### src/rtl/blc_pkg.sv
package blc_pkg;

    typedef enum logic [1:0] {
        OP_READ   = 2'd0,
        OP_WRITE  = 2'd1,
        OP_RDLOCK = 2'd2,
        OP_WRUNLK = 2'd3
    } blc_op_e;

    typedef enum logic [1:0] {
        SEQ_IDLE   = 2'd0,
        SEQ_FIRST  = 2'd1,
        SEQ_SECOND = 2'd2
    } blc_seq_e;

    typedef struct packed {
        logic ack;
        logic nack;
        logic err;
    } blc_resp_s;

endpackage

### src/rtl/blc_bank_slot.sv
module blc_bank_slot #(
    parameter int BUSY_CYC = 4,
    parameter int CNT_W    = 3
) (
    input  logic clk,
    input  logic rst_n,
    input  logic start_i,
    input  logic set_lock_i,
    input  logic clr_lock_i,
    output logic busy_o,
    output logic locked_o
);

    typedef struct packed {
        logic [CNT_W-1:0] cnt;
        logic             lock;
    } slot_s;

    slot_s st_d, st_q;

    always_comb begin
        st_d = st_q;
        if (st_q.cnt != '0) begin
            st_d.cnt = st_q.cnt - 1'b1;
        end
        if (start_i) begin
            st_d.cnt = CNT_W'(BUSY_CYC);
        end
        if (set_lock_i) begin
            st_d.lock = 1'b1;
        end
        if (clr_lock_i) begin
            st_d.lock = 1'b0;
        end
    end

    always_ff @(posedge clk or negedge rst_n) begin
        if (!rst_n) begin
            st_q <= '0;
        end else begin
            st_q <= st_d;
        end
    end

    assign busy_o   = (st_q.cnt != '0);
    assign locked_o = st_q.lock;

endmodule

### src/rtl/blc_wrap_seq.sv
module blc_wrap_seq
    import blc_pkg::*;
#(
    parameter int BLK_W = 34
) (
    input  logic             clk,
    input  logic             rst_n,
    input  logic             start_i,
    input  logic             first_sub_i,
    input  logic [BLK_W-1:0] blk_i,
    output logic             beat_valid_o,
    output logic             beat_last_o,
    output logic             beat_sub_o,
    output logic [BLK_W-1:0] beat_blk_o,
    output logic             hold_o
);

    typedef struct packed {
        blc_seq_e         phase;
        logic             sub;
        logic [BLK_W-1:0] blk;
    } seq_s;

    seq_s sq_d, sq_q;

    always_comb begin
        sq_d = sq_q;
        unique case (sq_q.phase)
            SEQ_FIRST: begin
                sq_d.phase = SEQ_SECOND;
                sq_d.sub   = ~sq_q.sub;
            end
            default: begin
                sq_d.phase = SEQ_IDLE;
            end
        endcase
        if (start_i) begin
            sq_d.phase = SEQ_FIRST;
            sq_d.sub   = first_sub_i;
            sq_d.blk   = blk_i;
        end
    end

    always_ff @(posedge clk or negedge rst_n) begin
        if (!rst_n) begin
            sq_q <= '{phase: SEQ_IDLE, sub: 1'b0, blk: '0};
        end else begin
            sq_q <= sq_d;
        end
    end

    assign beat_valid_o = (sq_q.phase != SEQ_IDLE);
    assign beat_last_o  = (sq_q.phase == SEQ_SECOND);
    assign beat_sub_o   = sq_q.sub;
    assign beat_blk_o   = sq_q.blk;
    assign hold_o       = (sq_q.phase == SEQ_FIRST);

endmodule

### src/rtl/blc_admit.sv
module blc_admit
    import blc_pkg::*;
(
    input  logic    cmd_valid_i,
    input  blc_op_e cmd_op_i,
    input  logic    bank_busy_i,
    input  logic    bank_locked_i,
    input  logic    dp_hold_i,
    output logic    conflict_o,
    output logic    accept_o,
    output logic    is_read_o,
    output logic    stray_unlock_o
);

    logic lock_block;
    logic path_block;

    always_comb begin
        is_read_o      = (cmd_op_i == OP_READ) || (cmd_op_i == OP_RDLOCK);
        lock_block     = bank_locked_i && (cmd_op_i != OP_WRUNLK);
        path_block     = is_read_o && dp_hold_i;
        conflict_o     = cmd_valid_i && (bank_busy_i || lock_block || path_block);
        accept_o       = cmd_valid_i && !conflict_o;
        stray_unlock_o = (cmd_op_i == OP_WRUNLK) && !bank_locked_i;
    end

endmodule

### src/rtl/bank_lock_ctrl.sv
module bank_lock_ctrl
    import blc_pkg::*;
#(
    parameter int ADDR_W   = 40,
    parameter int SUB_BIT  = 5,
    parameter int BANK_W   = 4,
    parameter int BUSY_CYC = 4
) (
    input  logic                      clk,
    input  logic                      rst_n,
    input  logic                      cmd_valid_i,
    input  logic [1:0]                cmd_op_i,
    input  logic [ADDR_W-1:SUB_BIT]   cmd_addr_i,
    output logic                      conflict_o,
    output logic                      resp_ack_o,
    output logic                      resp_nack_o,
    output logic                      unlock_err_o,
    output logic                      rd_valid_o,
    output logic                      rd_last_o,
    output logic                      rd_sub_o,
    output logic [ADDR_W-SUB_BIT-2:0] rd_blk_o
);

    localparam int BLK_LSB = SUB_BIT + 1;
    localparam int BLK_W   = ADDR_W - BLK_LSB;
    localparam int NBANK   = 1 << BANK_W;
    localparam int CNT_W   = $clog2(BUSY_CYC + 1);

    blc_op_e           op;
    logic [BANK_W-1:0] sel_bank;
    logic [NBANK-1:0]  busy_vec;
    logic [NBANK-1:0]  lock_vec;
    logic [NBANK-1:0]  start_vec;
    logic [NBANK-1:0]  set_vec;
    logic [NBANK-1:0]  clr_vec;
    logic              dp_hold;
    logic              accept;
    logic              is_read;
    logic              stray;
    logic              conflict;

    assign op       = blc_op_e'(cmd_op_i);
    assign sel_bank = cmd_addr_i[BLK_LSB +: BANK_W];

    blc_admit u_admit (
        .cmd_valid_i    (cmd_valid_i),
        .cmd_op_i       (op),
        .bank_busy_i    (busy_vec[sel_bank]),
        .bank_locked_i  (lock_vec[sel_bank]),
        .dp_hold_i      (dp_hold),
        .conflict_o     (conflict),
        .accept_o       (accept),
        .is_read_o      (is_read),
        .stray_unlock_o (stray)
    );

    always_comb begin
        start_vec = '0;
        set_vec   = '0;
        clr_vec   = '0;
        for (int b = 0; b < NBANK; b++) begin
            if (accept && (sel_bank == BANK_W'(b))) begin
                start_vec[b] = 1'b1;
                set_vec[b]   = (op == OP_RDLOCK);
                clr_vec[b]   = (op == OP_WRUNLK);
            end
        end
    end

    for (genvar g = 0; g < NBANK; g++) begin : g_bank
        blc_bank_slot #(
            .BUSY_CYC (BUSY_CYC),
            .CNT_W    (CNT_W)
        ) u_slot (
            .clk        (clk),
            .rst_n      (rst_n),
            .start_i    (start_vec[g]),
            .set_lock_i (set_vec[g]),
            .clr_lock_i (clr_vec[g]),
            .busy_o     (busy_vec[g]),
            .locked_o   (lock_vec[g])
        );
    end

    blc_wrap_seq #(
        .BLK_W (BLK_W)
    ) u_seq (
        .clk          (clk),
        .rst_n        (rst_n),
        .start_i      (accept && is_read),
        .first_sub_i  (cmd_addr_i[SUB_BIT]),
        .blk_i        (cmd_addr_i[ADDR_W-1:BLK_LSB]),
        .beat_valid_o (rd_valid_o),
        .beat_last_o  (rd_last_o),
        .beat_sub_o   (rd_sub_o),
        .beat_blk_o   (rd_blk_o),
        .hold_o       (dp_hold)
    );

    blc_resp_s resp_d, resp_q;

    always_comb begin
        resp_d.ack  = accept;
        resp_d.nack = conflict;
        resp_d.err  = accept && stray;
    end

    always_ff @(posedge clk or negedge rst_n) begin
        if (!rst_n) begin
            resp_q <= '0;
        end else begin
            resp_q <= resp_d;
        end
    end

    assign conflict_o   = conflict;
    assign resp_ack_o   = resp_q.ack;
    assign resp_nack_o  = resp_q.nack;
    assign unlock_err_o = resp_q.err;

endmodule

### config.mk
export PLATFORM = sky130hd
export DESIGN_NAME = bank_lock_ctrl
export DESIGN_NICKNAME = d
export VERILOG_FILES = /design/src/rtl/blc_pkg.sv /design/src/rtl/blc_bank_slot.sv /design/src/rtl/blc_wrap_seq.sv /design/src/rtl/blc_admit.sv /design/src/rtl/bank_lock_ctrl.sv
export SDC_FILE = /design/constraint.sdc
export NUM_CORES = 1
export LEC_CHECK = 0
export ABC_CLOCK_PERIOD_IN_PS = 2500
export CAP_MARGIN = 30
export CORE_MARGIN = 5
export CORE_UTILIZATION = 50
export CTS_CLUSTER_DIAMETER = 200
export DETAILED_ROUTE_END_ITERATION = 16
export GPL_ROUTABILITY_DRIVEN = 0
export GPL_TIMING_DRIVEN = 0
export PLACE_DENSITY = 0.77
export SKIP_LAST_GASP = 1
export SLEW_MARGIN = 10
export SYNTH_ARGS = -nofsm -noshare
export SYNTH_HDL_FRONTEND = slang
export SYNTH_SLANG_ARGS = --single-unit
### constraint.sdc
create_clock -name clk -period 2.5 [get_ports clk]
set_input_delay 0.5 -clock clk [delete_from_list [all_inputs] [get_ports clk]]
set_output_delay 0.5 -clock clk [all_outputs]
set_load 0.01 [all_outputs]
==> results.md <==
- The flow ran to the end, but the final reports show violations.
- The final reports fail on setup timing.
- Global routing used around a fifth of the available tracks across all layers.
- For this run, design rule violations remaining after detail routing come to 0.
- The number of filler cells placed in the layout is between 700 and 800.
- In this run the worst hold path is classified as primary input to async pin.
- The total count of max-transition violations in the final report came to 0.
- The prevailing post-synth register cell is sky130_fd_sc_hd__dfrtp_1.
- The area of the die is about 14,000 sq um.
- Counting every instance in the synthesized netlist gives around 530.
- The power density over the cells is roughly 1100 nW/um^2.
- The final critical path takes up 113% of the cycle.
- The floorplan has 39 rows.
- The setup slack after layout is -0.324 ns.
- The core area is around 11,000 sq um.
- The total number of vias is about 4,400.
- The largest driver fanout on the critical path is 2.
- The data arrival time at the worst-slack endpoint is 2.32 ns.
- For this run, the share of the core covered by cells in the final layout is around two thirds.
- Registers take 2600 sq um.
- The tree is rooted in a sky130_fd_sc_hd__clkbuf_16.
- Across the routed clock network, the largest skew measured is between 0.007 and 0.008 ns.
- For the worst setup path, the data required time is ~2.0 ns.
- The reg-to-reg setup timing slack is -0.26 ns.
- The net count of the finished layout is approximately 720.
- STA classifies the critical path endpoint as a primary output.
- Max-cap violations in this run came to 0.
- The number of detailed-routing iterations run before antenna repair is 5.
- Summing the areas of all xor and xnor instances in the mapped netlist gives between 2 and 3% of the synthesized area.
- The number of top-level pins is around 80.
- The netlist uses 44 different library cells.
- The largest net degree at the start of global routing is 66.
- The total setup violations reported at the end of the flow is 48.
- The initial utilization of the core area, before any placement, comes to between 50% and 60%.
- The H-tree was split into 3 levels.
- After detailed routing, the average wire length per cell comes to 17.3 um.
- The floorplan die width is ~120 um.
- Counting the buffers created by CTS gives 9.
- The CTS clock-pin slew for the worst setup and hold paths is 0.07 ns.
- The number of vias per cell is between 5 and 6.
- The worst register-to-register path begins at g_bank[11].u_slot.st_q[1].
- The detailed placement HPWL is roughly 9000 um.
- The launching element of the worst setup path is g_bank[11].u_slot.st_q[1].
- In this run the critical register-to-register path is captured at u_seq.beat_sub_o.
- The cell area after synthesis is ~5700 sq um.
- The first-iteration detailed-routing DRC count is approximately 350.
- The count of buffers from port buffering is 80.
- Of the cells placed in the final design, the portion with a size suffix greater than 1 is around 28%.
- The final wirelength is 13,900 um.
- The floorplan step set the die height to 117 um.
- Timing would allow up to 354 MHz.
- The launching element type of the critical path is a register.
- The worst setup path endpoint is conflict_o.
- Hold timing on the final database bottoms out at a slack of about 0.054 ns.
- The analysis attributes to cell leakage a power of between 3 and 4 nW.
- The clock passes through at most 2 buffers.
- The worst-skew pair later-pin latency is 0.35 ns.
- After synthesis the netlist holds a flip-flop and latch count of approximately 100.
- The part of the Yosys area used for sequential elements is between 40 and 50%.
- The worst slew margin relative to its limit is between 50% and 60%.
- The count of flip-flops with a built-in enable after synthesis is 0.
- Subtracting the final worst setup slack from the clock period gives between 2 and 3 ns.
- The first-pass GRT wire length is roughly 22,000 um.
- The area growth from synthesis to layout is 33.7%.
- TritonCTS built the clock tree.
- In this run the mean area of a mapped cell was between 10 and 15 sq um.
- The number of antenna violations at the first check in global routing came to 0.
- Setup repair after global routing could not meet its margin everywhere.
- After Yosys synthesis, full adders, half adders and majority gates account for under 10% of the synthesized area.
- The portion of netlist area occupied by mux cells is around an eighth.
- After Yosys synthesis, and, or, nand and nor cells account for around 15% of the synthesized area.
- The via count of the first global-routing pass is 4,489.
- The slew at the pin with the worst max-slew slack is around 0.69 ns.
- The number of clock sinks is between 100 and 150.
- The worst ir drop on vdd is 0.812 mV.
- Summing the areas of all compound-gate instances in the mapped netlist gives 8.19% of the synthesized area.
- Counting cells, the worst reg-to-reg path comes to 12.
- In this run the remaining antenna-violating nets after routing total 0.
- For this run the aggregate overflow at the end of global routing stands at 0.
- Buffers inserted to repair hold after CTS numbered 0.
- The share of flip-flops with an asynchronous set or reset is 100%.
- The main combinational cell family by area after synthesis is simple AND/OR/NAND/NOR gates.
- The number of antenna diodes in the final layout is 0.
- The number of warnings issued by yosys is 0.
- The number of hold violations in the final report is 0.
- The kind of critical path is register to primary output.
- The multi-input combinational cell area is 2790 sq um.
- Synthesis produced a netlist with a net count of approximately 600.
-- layout make-up --
| cell class | instances | share of cell area (%) |
|---|---|---|
| inverter | 51 | 2.50 |
| buffer | 50 | 5.62 |
| timing repair buffer | 115 | 15.1 |
| multi-input combinational | 321 | 36.5 |
| clock buffer | 11 | 3.05 |
| clock inverter | 4 | 0.917 |
| sequential | 104 | 34.1 |
| tap | 143 | 2.34 |
-- routing by layer --
metal	GRT usage, %	part of all wire [%]
met5	0	0
met4	5.89	2.1
met3	4.63	7.1
met1	25.6	40
met2	36.4	50
-- cells in the mapped netlist, types with 2 or more instances --
master                       n  area [sq um]
sky130_fd_sc_hd__dfrtp_1   104          2600
sky130_fd_sc_hd__inv_1      51           191
sky130_fd_sc_hd__nor2_1     47           176
sky130_fd_sc_hd__buf_4      36           270
sky130_fd_sc_hd__ha_1       32           400
sky130_fd_sc_hd__mux2_4     29           435
sky130_fd_sc_hd__mux2i_1    18           180
sky130_fd_sc_hd__nor3_1     18          90.1
sky130_fd_sc_hd__nand2b_1   17           106
sky130_fd_sc_hd__xnor2_1    17           149
sky130_fd_sc_hd__nor2b_1    16           100
sky130_fd_sc_hd__nand2_1    15          56.3
sky130_fd_sc_hd__a211o_1    13           114
sky130_fd_sc_hd__a211oi_1   11          82.6
sky130_fd_sc_hd__a21oi_1     9          45.0
sky130_fd_sc_hd__nor4_1      9          56.3
sky130_fd_sc_hd__o31ai_1     9          67.6
sky130_fd_sc_hd__clkbuf_1    7          26.3
sky130_fd_sc_hd__nand3_1     7          35.0
sky130_fd_sc_hd__mux2_1      6          67.6
sky130_fd_sc_hd__buf_6       5          56.3
sky130_fd_sc_hd__nand3b_1    5          37.5
sky130_fd_sc_hd__a221oi_1    4          35.0
sky130_fd_sc_hd__o21ai_0     4          20.0
sky130_fd_sc_hd__o41ai_1     4          35.0
sky130_fd_sc_hd__or2_2       4          25.0
sky130_fd_sc_hd__a22oi_1     3          22.5
sky130_fd_sc_hd__and2_1      3          18.8
sky130_fd_sc_hd__and3_1      3          18.8
sky130_fd_sc_hd__buf_2       3          15.0
sky130_fd_sc_hd__a221o_1     2          20.0
sky130_fd_sc_hd__and4b_1     2          20.0
sky130_fd_sc_hd__nor4b_1     2          17.5
sky130_fd_sc_hd__or3b_1      2          17.5
-- kinds of logic after synthesis --
| kind of cell | count (synthesis) |
|---|---|
| compound gates | 62 |
| fa+ha+maj | 32 |
| simple gates | 156 |
| xor+xnor | 17 |
| flops | 104 |
| buf+inv | 102 |
| mux | 54 |
-- placed cells by master, fill, tap and decap left out, drive strengths merged, types with 3 or more instances in the layout --
cell type	instances
dfrtp	104
buf	81
clkdlybuf4s50	75
inv	51
nor2	47
mux2	35
ha	32
mux2i	18
nand2b	18
nor3	18
xnor2	17
clkbuf	17
nor2b	16
nand2	15
a211o	13
a211oi	11
o31ai	9
a21oi	9
nor4	9
nand3	7
nand3b	5
or2	4
o41ai	4
o21ai	4
a221oi	4
and2	3
a22oi	3
and3	3
dlygate4sd2	3
-- how the worst min path moves through the flow --
stage / end / slack (ns) / cells after the start / start
after CTS: u_seq.beat_blk_o[6] / 0.07 / 1 / rst_n
after floorplan: g_bank[0].u_slot.locked_o / 0.20 / 0 / rst_n
after global routing: u_seq.beat_blk_o[31] / 0.08 / 1 / rst_n
after detailed placement: u_seq.beat_blk_o[6] / 0.44 / 1 / rst_n
after global placement: u_seq.beat_blk_o[11] / 0.47 / 1 / u_seq.beat_blk_o[11]
final: u_seq.beat_blk_o[31] / 0.05 / 1 / rst_n
-- state kept, by name, indices dropped and copies added, names as in the netlist --
name	count
g_bank.u_slot.st_q	48
u_seq.beat_blk_o	34
g_bank.u_slot.locked_o	16
u_seq.sq_q	2
resp_ack_o	1
resp_nack_o	1
u_seq.beat_sub_o	1
unlock_err_o	1
-- through the flow --
step	std cells	area, sq um	worst slack (ns)	setup TNS [ns]	total power, mW
floorplan	527	5720	0.0382	0	5.45
global placement	750	6700	-2.96	-366.93	6.41
detailed placement	751	6730	-1.30	-60.58	6.70
CTS	791	7510	-0.323	-8.22	8.60
global route	799	7640	-0.442	-15.23	9.34
finish	799	7640	-0.324	-9.49	8.72
-- worst max-delay path, cell delays in order (launching register included) --
cell and delay, ns:
sky130_fd_sc_hd__dfrtp_1 0.40, sky130_fd_sc_hd__inv_2 0.09, sky130_fd_sc_hd__ha_4 0.16, sky130_fd_sc_hd__nand2b_4 0.05, sky130_fd_sc_hd__mux4_2 0.52, sky130_fd_sc_hd__nand2_2 0.11, sky130_fd_sc_hd__nand4_4 0.10, sky130_fd_sc_hd__buf_6 0.14
sky130_fd_sc_hd__nor3_4 0.17, sky130_fd_sc_hd__nor2b_2 0.08, sky130_fd_sc_hd__buf_2 0.14
-- power by group --
group	internal [mW]	switching [mW]	total [mW]
Combinational	2.54	1.78	4.32
Sequential	2.45	0.465	2.92
Clock	0.870	0.613	1.48
-- repair_timing --
item / CTS / global route
gates cloned: 5 / 0
pin swaps: 11 / 7
buffers inserted: 21 / 9
setup endpoints to repair: 94 / 89
gates resized for setup: 71 / 22
Note: power is estimated with default switching activity, not from simulation.
